`src/rtl/ras_pkg.sv`:
```
package ras_pkg;

  // Operation applied to the stack in one cycle, after strobe decoding.
  typedef enum logic [1:0] {
    RAS_IDLE = 2'd0,
    RAS_PUSH = 2'd1,
    RAS_POP  = 2'd2,
    RAS_SWAP = 2'd3
  } ras_op_e;

endpackage

```
`src/rtl/ras_op_decode.sv`:
```
module ras_op_decode
  import ras_pkg::*;
(
  input  logic    push_i,
  input  logic    pop_i,
  input  logic    nonempty_i,
  output ras_op_e op_o
);

  // A pop on an empty stack is dropped; push+pop on an empty stack is a push.
  always_comb begin
    op_o = RAS_IDLE;
    if (push_i && pop_i && nonempty_i) begin
      op_o = RAS_SWAP;
    end else if (push_i) begin
      op_o = RAS_PUSH;
    end else if (pop_i && nonempty_i) begin
      op_o = RAS_POP;
    end
  end

endmodule

```
`src/rtl/ras_ptr_ctrl.sv`:
```
module ras_ptr_ctrl
  import ras_pkg::*;
#(
  parameter int DEPTH = 16
) (
  input  logic                       clk,
  input  logic                       rst,
  input  ras_op_e                    op_i,
  output logic                       wr_en_o,
  output logic [$clog2(DEPTH)-1:0]   wr_idx_o,
  output logic [$clog2(DEPTH)-1:0]   rd_idx_o,
  output logic                       nonempty_o
);

  localparam int IDX_W = $clog2(DEPTH);
  localparam int CNT_W = $clog2(DEPTH + 1);
  localparam logic [IDX_W-1:0] LAST_IDX = IDX_W'(DEPTH - 1);
  localparam logic [CNT_W-1:0] FULL_CNT = CNT_W'(DEPTH);

  logic [IDX_W-1:0] ptr_q;   // next free slot
  logic [CNT_W-1:0] cnt_q;   // saturating occupancy
  logic [IDX_W-1:0] ptr_inc;
  logic [IDX_W-1:0] ptr_dec;

  // Explicit wrap so that a non-power-of-two depth still forms a ring.
  always_comb begin
    ptr_inc = (ptr_q == LAST_IDX) ? '0 : ptr_q + 1'b1;
    ptr_dec = (ptr_q == '0) ? LAST_IDX : ptr_q - 1'b1;
  end

  always_ff @(posedge clk) begin
    if (rst) begin
      ptr_q <= '0;
      cnt_q <= '0;
    end else begin
      case (op_i)
        RAS_PUSH: begin
          ptr_q <= ptr_inc;
          if (cnt_q != FULL_CNT) cnt_q <= cnt_q + 1'b1;
        end
        RAS_POP: begin
          ptr_q <= ptr_dec;
          cnt_q <= cnt_q - 1'b1;
        end
        default: begin
          ptr_q <= ptr_q;
          cnt_q <= cnt_q;
        end
      endcase
    end
  end

  assign wr_en_o    = (op_i == RAS_PUSH) || (op_i == RAS_SWAP);
  assign wr_idx_o   = (op_i == RAS_SWAP) ? ptr_dec : ptr_q;
  assign rd_idx_o   = ptr_dec;
  assign nonempty_o = (cnt_q != '0);

endmodule

```
`src/rtl/ras_entry_store.sv`:
```
module ras_entry_store #(
  parameter int DEPTH  = 16,
  parameter int ADDR_W = 32
) (
  input  logic                       clk,
  input  logic                       wr_en_i,
  input  logic [$clog2(DEPTH)-1:0]   wr_idx_i,
  input  logic [ADDR_W-1:0]          wr_data_i,
  input  logic [$clog2(DEPTH)-1:0]   rd_idx_i,
  output logic [ADDR_W-1:0]          rd_data_o
);

  // One write port, one asynchronous read port: maps to distributed RAM.
  logic [ADDR_W-1:0] mem [DEPTH];

  always_ff @(posedge clk) begin
    if (wr_en_i) begin
      mem[wr_idx_i] <= wr_data_i;
    end
  end

  assign rd_data_o = mem[rd_idx_i];

endmodule

```
`src/rtl/ret_addr_stack.sv`:
```
module ret_addr_stack
  import ras_pkg::*;
#(
  parameter int DEPTH  = 16,
  parameter int ADDR_W = 32
) (
  input  logic              clk,
  input  logic              rst,
  input  logic              push_i,
  input  logic              pop_i,
  input  logic [ADDR_W-1:0] ret_addr_i,
  output logic [ADDR_W-1:0] top_addr_o,
  output logic              top_valid_o
);

  localparam int IDX_W = $clog2(DEPTH);

  ras_op_e          op;
  logic             nonempty;
  logic             wr_en;
  logic [IDX_W-1:0] wr_idx;
  logic [IDX_W-1:0] rd_idx;
  logic [ADDR_W-1:0] rd_data;

  ras_op_decode u_dec (
    .push_i     (push_i),
    .pop_i      (pop_i),
    .nonempty_i (nonempty),
    .op_o       (op)
  );

  ras_ptr_ctrl #(.DEPTH(DEPTH)) u_ptr (
    .clk        (clk),
    .rst        (rst),
    .op_i       (op),
    .wr_en_o    (wr_en),
    .wr_idx_o   (wr_idx),
    .rd_idx_o   (rd_idx),
    .nonempty_o (nonempty)
  );

  ras_entry_store #(.DEPTH(DEPTH), .ADDR_W(ADDR_W)) u_store (
    .clk       (clk),
    .wr_en_i   (wr_en),
    .wr_idx_i  (wr_idx),
    .wr_data_i (ret_addr_i),
    .rd_idx_i  (rd_idx),
    .rd_data_o (rd_data)
  );

  assign top_valid_o = nonempty;
  assign top_addr_o  = nonempty ? rd_data : '0;

endmodule

```
`config.mk`:
```
export PLATFORM = sky130hd
export DESIGN_NAME = ret_addr_stack
export DESIGN_NICKNAME = d
export VERILOG_FILES = /design/src/rtl/ras_pkg.sv /design/src/rtl/ras_op_decode.sv /design/src/rtl/ras_ptr_ctrl.sv /design/src/rtl/ras_entry_store.sv /design/src/rtl/ret_addr_stack.sv
export SDC_FILE = /design/constraint.sdc
export NUM_CORES = 1
export LEC_CHECK = 0
export BUFFER_PORTS_ARGS = -buffer_cell sky130_fd_sc_hd__buf_2
export CAP_MARGIN = 0
export CORE_ASPECT_RATIO = 0.8
export CORE_MARGIN = 8
export CORE_UTILIZATION = 45
export CTS_CLUSTER_SIZE = 12
export DETAILED_ROUTE_END_ITERATION = 7
export GPL_TIMING_DRIVEN = 1
export PLACE_DENSITY = 0.72
export SLEW_MARGIN = 20
export SYNTH_ARGS = -nofsm -noshare
export SYNTH_HDL_FRONTEND = slang
export SYNTH_SLANG_ARGS = --single-unit
```
`constraint.sdc`:
```
create_clock -name clk -period 11.71 [get_ports clk]
set_input_delay 2.342 -clock clk [delete_from_list [all_inputs] [get_ports clk]]
set_output_delay 2.342 -clock clk [all_outputs]
set_load 0.005 [all_outputs]
```
; ---- Word level (Yosys, flattened, before mapping)
; Memory sizes are Yosys's and may differ from the RTL's.
; Index checks and enable logic that the tools add are counted.
[totals]
reg_bits = 9
ram_bits = 512
output_inout_bits = 33
wordCells = 33
n_memories = 1
[memory_table]
columns = name, words, word_bits, rd, rd_clocked_by_memory_dff, wr, line
row1 = u_store.mem, 16, 32, 1, 0, 1, ras_entry_store.sv:14  ; logic [ADDR_W-1:0] mem [DEPTH];
[classes]
addsub = 4
eq_ne = 6
muxes = 12
reduce_logical = 8
[ops]
columns = op, n
row1 = 2-to-1 mux 32 bit, 1
row2 = 2-to-1 mux 4 bit, 3
row3 = case mux 5 bit (2 select lines), 1
row4 = case mux 4 bit (2 select lines), 1
row5 = 2-to-1 mux 2 bit, 3
row6 = adder 5 x 1 -> 5 bit (second input constant), 1
row7 = 2-to-1 mux 5 bit, 1
row8 = inequality test 5 bit (second input constant), 1
row9 = nonzero test 5 bit, 1
row10 = subtractor 5 x 1 -> 5 bit (second input constant), 1
row11 = adder 4 x 1 -> 4 bit (second input constant), 1
row12 = equality test 2 bit (second input constant), 2
row13 = equality test 4 bit (second input constant), 1
row14 = zero test 4 bit, 1
row15 = subtractor 4 x 1 -> 4 bit (second input constant), 1
row16 = logical AND 1 bit, 3
row17 = equality test 2 x 1 -> 1 bit (second input constant), 1
row18 = 2-to-1 mux 1 bit, 2
row19 = inequality test 2 x 1 -> 1 bit (second input constant), 1
row20 = AND reduction 2 bit, 1
row21 = nonzero test 2 bit, 1
row22 = logical OR 1 bit, 1

; ---- Longest topological paths before layout
[depth]
word_depth = 9
depth_mapped = 13

; ---- Cells and area by module
; Synthesis repeated with hierarchy kept, for this count alone.
[unflattened]
hier_cells = 942
hier_area_um2 = 20315.7
[by_module_without_submodules]
columns = module, instances, cells_per_inst, area_per_inst_um2, seq_area_each_um2
row1 = ras_entry_store, 1, 806, 19213.4, 15374.7
row2 = ras_ptr_ctrl, 1, 99, 837.1, 180.2
row3 = ret_addr_stack, 1, 35, 255.2, 0.0
row4 = ras_op_decode, 1, 2, 10.0, 0.0

; ---- Worst setup path after synthesis
; Ideal clock, no wire load.
[synth_path]
kind = input port to flip-flop
from = in push_i
to = mem u_store.mem[3][0], enable pin
t_arrival_ns = 5.345
setup_slack_ns = 5.904
path_stages = 5
cell_sequence = clkbuf_1 o211ai_1 nor3_1 a31oi_1 nor3_1
[synth_between]
elab_chain_cells = 7
[synth_lines]
columns = item, line
row1 = "start, declared", ret_addr_stack.sv:9  ; input logic push_i,
row2 = logical AND 1 bit (2 in series), ras_op_decode.sv:13  ; if (push_i && pop_i && nonempty_i) begin
row3 = 2-to-1 mux 2 bit *, ras_op_decode.sv:13
row4 = equality test 2 x 1 -> 1 bit / equality test 2 bit (equally long branches), "ras_ptr_ctrl.sv:53, ras_ptr_ctrl.sv:54"
row5 = logical OR 1 bit, ras_ptr_ctrl.sv:53  ; assign wr_en_o = (op_i == RAS_PUSH) || (op_i == RAS_SWAP);
row6 = 2-to-1 mux 1 bit, ras_entry_store.sv:17  ; if (wr_en_i) begin
row7 = 2-to-1 mux 1 bit (not written as such), ras_entry_store.sv:18  ; mem[wr_idx_i] <= wr_data_i;
row8 = "end, declared", ras_entry_store.sv:14
; Mark *: on every way between the ends. The rest lies on a longest branch, timed or not.

; ---- Worst setup path in the final report
[layout_path]
from = reg u_ptr.ptr_q[0]
to = out top_addr_o[31]
[layout_between]
elab_chain_cells = 4
[layout_lines]
columns = item, line
row1 = "start, declared", ras_ptr_ctrl.sv:20  ; logic [IDX_W-1:0] ptr_q;
row2 = "start signal, assigned", ras_ptr_ctrl.sv:38  ; ptr_q <= ptr_inc;
row3 = "start signal, assigned", ras_ptr_ctrl.sv:42  ; ptr_q <= ptr_dec;
row4 = "start signal, assigned", ras_ptr_ctrl.sv:46  ; ptr_q <= ptr_q;
row5 = subtractor 4 x 1 -> 4 bit / zero test 4 bit (equally long branches), ras_ptr_ctrl.sv:28  ; ptr_dec = (ptr_q == '0) ? LAST_IDX : ptr_q - 1'b1;
row6 = 2-to-1 mux 4 bit *, ras_ptr_ctrl.sv:28
row7 = memory (16 x 32 bit) *, --
row8 = 2-to-1 mux 32 bit *, ret_addr_stack.sv:52  ; assign top_addr_o = nonempty ? rd_data : '0;
row9 = "end, declared", ret_addr_stack.sv:12  ; output logic [ADDR_W-1:0] top_addr_o,
; Marks and branches as above.

==> impl_metrics.json <==
{
  "numPortBuffers": 68,
  "clockRootBuffer": "clkbuf_16",
  "drive_gt1_share_pct": 28.1,
  "crit_fanout": 41,
  "synthesis.area_sq_mm": 0.0202,
  "cts_hold_buf": 0,
  "yosysUniqueCellTypes": 51,
  "tightest_slew_ns": 0.948,
  "synthArstFlopShare_pct": 0,
  "rsz0062_at_grt": "false",
  "fillers": 3469,
  "max_freq_ghz": 0.143,
  "die_x_um": 253,
  "grt_pass1_wl_um": 64700,
  "seqCellArea_sq_mm": 0.0156,
  "hold_viol": 0,
  "pre_cts_ws_ns": 5.22,
  "end_kind": "primary output",
  "cts-resized-gates": 0,
  "grt_usage_pct": 16.6,
  "finalSetupTns_ns": 0,
  "slew_violations": 0,
  "die_y_um": 206,
  "synth_edf_count": 512,
  "via_count": 9798,
  "grt_max_degree": 70,
  "globalRouteOverflowTotal": 0,
  "leakage_nw": 7.26,
  "post-route-util_pct": 51.5,
  "cts_tree": "built",
  "cp-start-kind": "flop",
  "cts_buffers": 50,
  "skew_ns": 0.0282,
  "clock_sinks": 521,
  "placementRows": 69,
  "cts_setup_buffers": 0,
  "synth-seq-cells": 521,
  "ys_warn_count": 0,
  "slew_headroom_pct": 36.8,
  "ant_nets": 0,
  "yosysSeqAreaShare_pct": 76.9,
  "drv_cap": 0,
  "ios": 69,
  "pwr_density_cell_mw_per_mm2": 274,
  "min_period_ns": 7.01,
  "area_growth_pct": 12.9,
  "wl_um": 43100,
  "start_util_pct": 45.6,
  "status": "finished, final reports clean",
  "clkLatencyLatePin_ns": 0.59,
  "grt_pass1_vias": 10217,
  "critical_path_arrival_ns": 4.67,
  "fin_nets": 1087,
  "clkTransAtPathRegs_ns": 0.06,
  "yosysTopAreaCell": "edfxtp_1",
  "dominantRegCellSynth": "edfxtp_1",
  "post-dp-hpwl_um": 23800,
  "holdCritPathClass": "flop to flop",
  "wl_per_cell_um": 25.8,
  "setup_viol": 0,
  "synthCells": 957,
  "synth.top_cell.area_share_pct": 76.0,
  "holdWs_ns": 0.565,
  "required_ns": 9.37,
  "drc": 0,
  "gp_congestion": 0.798,
  "initialDrtViolationCount": 1048,
  "ir_drop_uv": 167,
  "place_area_sq_mm": 0.0214,
  "critical_path_class": "flop to primary output",
  "fp.coreArea_sq_mm": 0.0444,
  "antenna_found_initial": 1,
  "fin_ws_ns": 4.70,
  "fin_area_sq_mm": 0.0228,
  "period_share_pct": 59.9,
  "cts_max_level": 2,
  "synth_area_per_cell_sq_um": 21.1,
  "fp.dieArea_sq_mm": 0.0521,
  "routed_via_density": 5.87,
  "syn_nets": 996,
  "multi_input_area_sq_mm": 0.00455,
  "cts_buffer_depth": 3,
  "dr.pass1.iters": 5,
  "yosys-top-cells-area": "edfxtp_1 (76%), mux4_2 (12%), mux2i_1 (1.3%)"
}
[critical path, stage by stage, from the launching register on]
cell	delay, ns
dfxtp_1	0.32
buf_4	0.34
inv_1	0.20
ha_4	0.26
or3b_4	0.34
and2_4	0.50
buf_4	0.75
mux4_2	0.59
a22o_1	0.25
a221o_1	0.33
buf_2	0.16
[per-layer routing]
layer / share of wire [%] / routed length, um / global-route usage (%) / vias up
met1: 44 / 18900 / 23.4 / 5125
met5: 0 / 0 / 0 / -
met3: 7.1 / 3080 / 3.40 / 62
li1: - / - / - / 4217
met2: 47 / 20200 / 26.4 / 394
met4: 2.0 / 847 / 4.27 / 0
[final cells by class]
type                    count  area share [%]
well taps                 603            3.30
inverters                   7           0.115
multi-input cells         371            19.9
clock buffers              61            5.66
diodes                      2          0.0219
flip-flops and latches    521            68.1
repair buffers             97            2.44
clock inverters             8           0.476
[placed cells by master (no fill, tap or decap), types with 9 or more instances in the layout]
master,count
a211oi_1,21
a221o_1,22
a22o_1,24
a31oi_1,11
and3_1,11
buf_2,68
buf_4,29
clkbuf_1,11
clkbuf_16,50
dfxtp_1,9
edfxtp_1,512
mux2i_1,27
mux4_2,110
nand2_1,10
nand3_1,11
nor2_1,12
nor2_4,13
o21ai_0,12
[kinds of logic (layout without fill, tap and decap cells)]
group,count (synthesis),after routing,synth area share (%)
XOR/XNOR,9,9,0.390
AO/OA/AOI/OAI,126,126,4.85
flip-flops,521,521,76.9
multiplexers,144,144,14.0
adder cells (fa/ha/maj),3,3,0.186
other,0,2,0
AND/OR/NAND/NOR,89,89,2.26
buffers and inverters,65,173,1.48
[cells in the mapped netlist, types with 12 or more instances]
cell	n
a22o_1	24
nor2_1	25
a211oi_1	21
edfxtp_1	512
a221o_1	22
clkbuf_1	27
buf_2	14
mux2i_1	27
nor3_1	12
mux4_2	110
o21ai_0	13
[flip-flops by register name (all words and copies together), names as in the netlist]
register	count
u_ptr.cnt_q	5
u_ptr.ptr_q	4
u_store.mem	512
[path summary, 6_finish.rpt]
check                              start                       endpoint  slack [ns]  cells after the start
max          u_ptr.ptr_q[0]$_SDFFE_PP0P_                 top_addr_o[31]        4.70                     10
min          u_ptr.cnt_q[3]$_SDFFE_PP0P_    u_ptr.cnt_q[3]$_SDFFE_PP0P_        0.56                      2
max reg2reg  u_ptr.ptr_q[0]$_SDFFE_PP0P_  u_store.mem[15][23]$_DFFE_PP_        7.18                     10
min reg2reg  u_ptr.cnt_q[3]$_SDFFE_PP0P_    u_ptr.cnt_q[3]$_SDFFE_PP0P_        0.56                      2
[metrics by stage]
stage / cells / power (mW)
3_3_place_gp: 1599 / 4.85
5_1_grt: 1669 / 6.55
3_5_place_dp: 1599 / 4.89
6_report: 1670 / 6.26
2_1_floorplan: 957 / 4.00
4_1_cts: 1668 / 6.33
[power breakdown]
part	internal (mW)	switching (mW)	total (mW)
Sequential	2.30	0.0681	2.37
Clock	0.797	0.642	1.44
Combinational	1.03	1.43	2.46
Total	4.12	2.14	6.26
(Power assumes the default switching activity.)
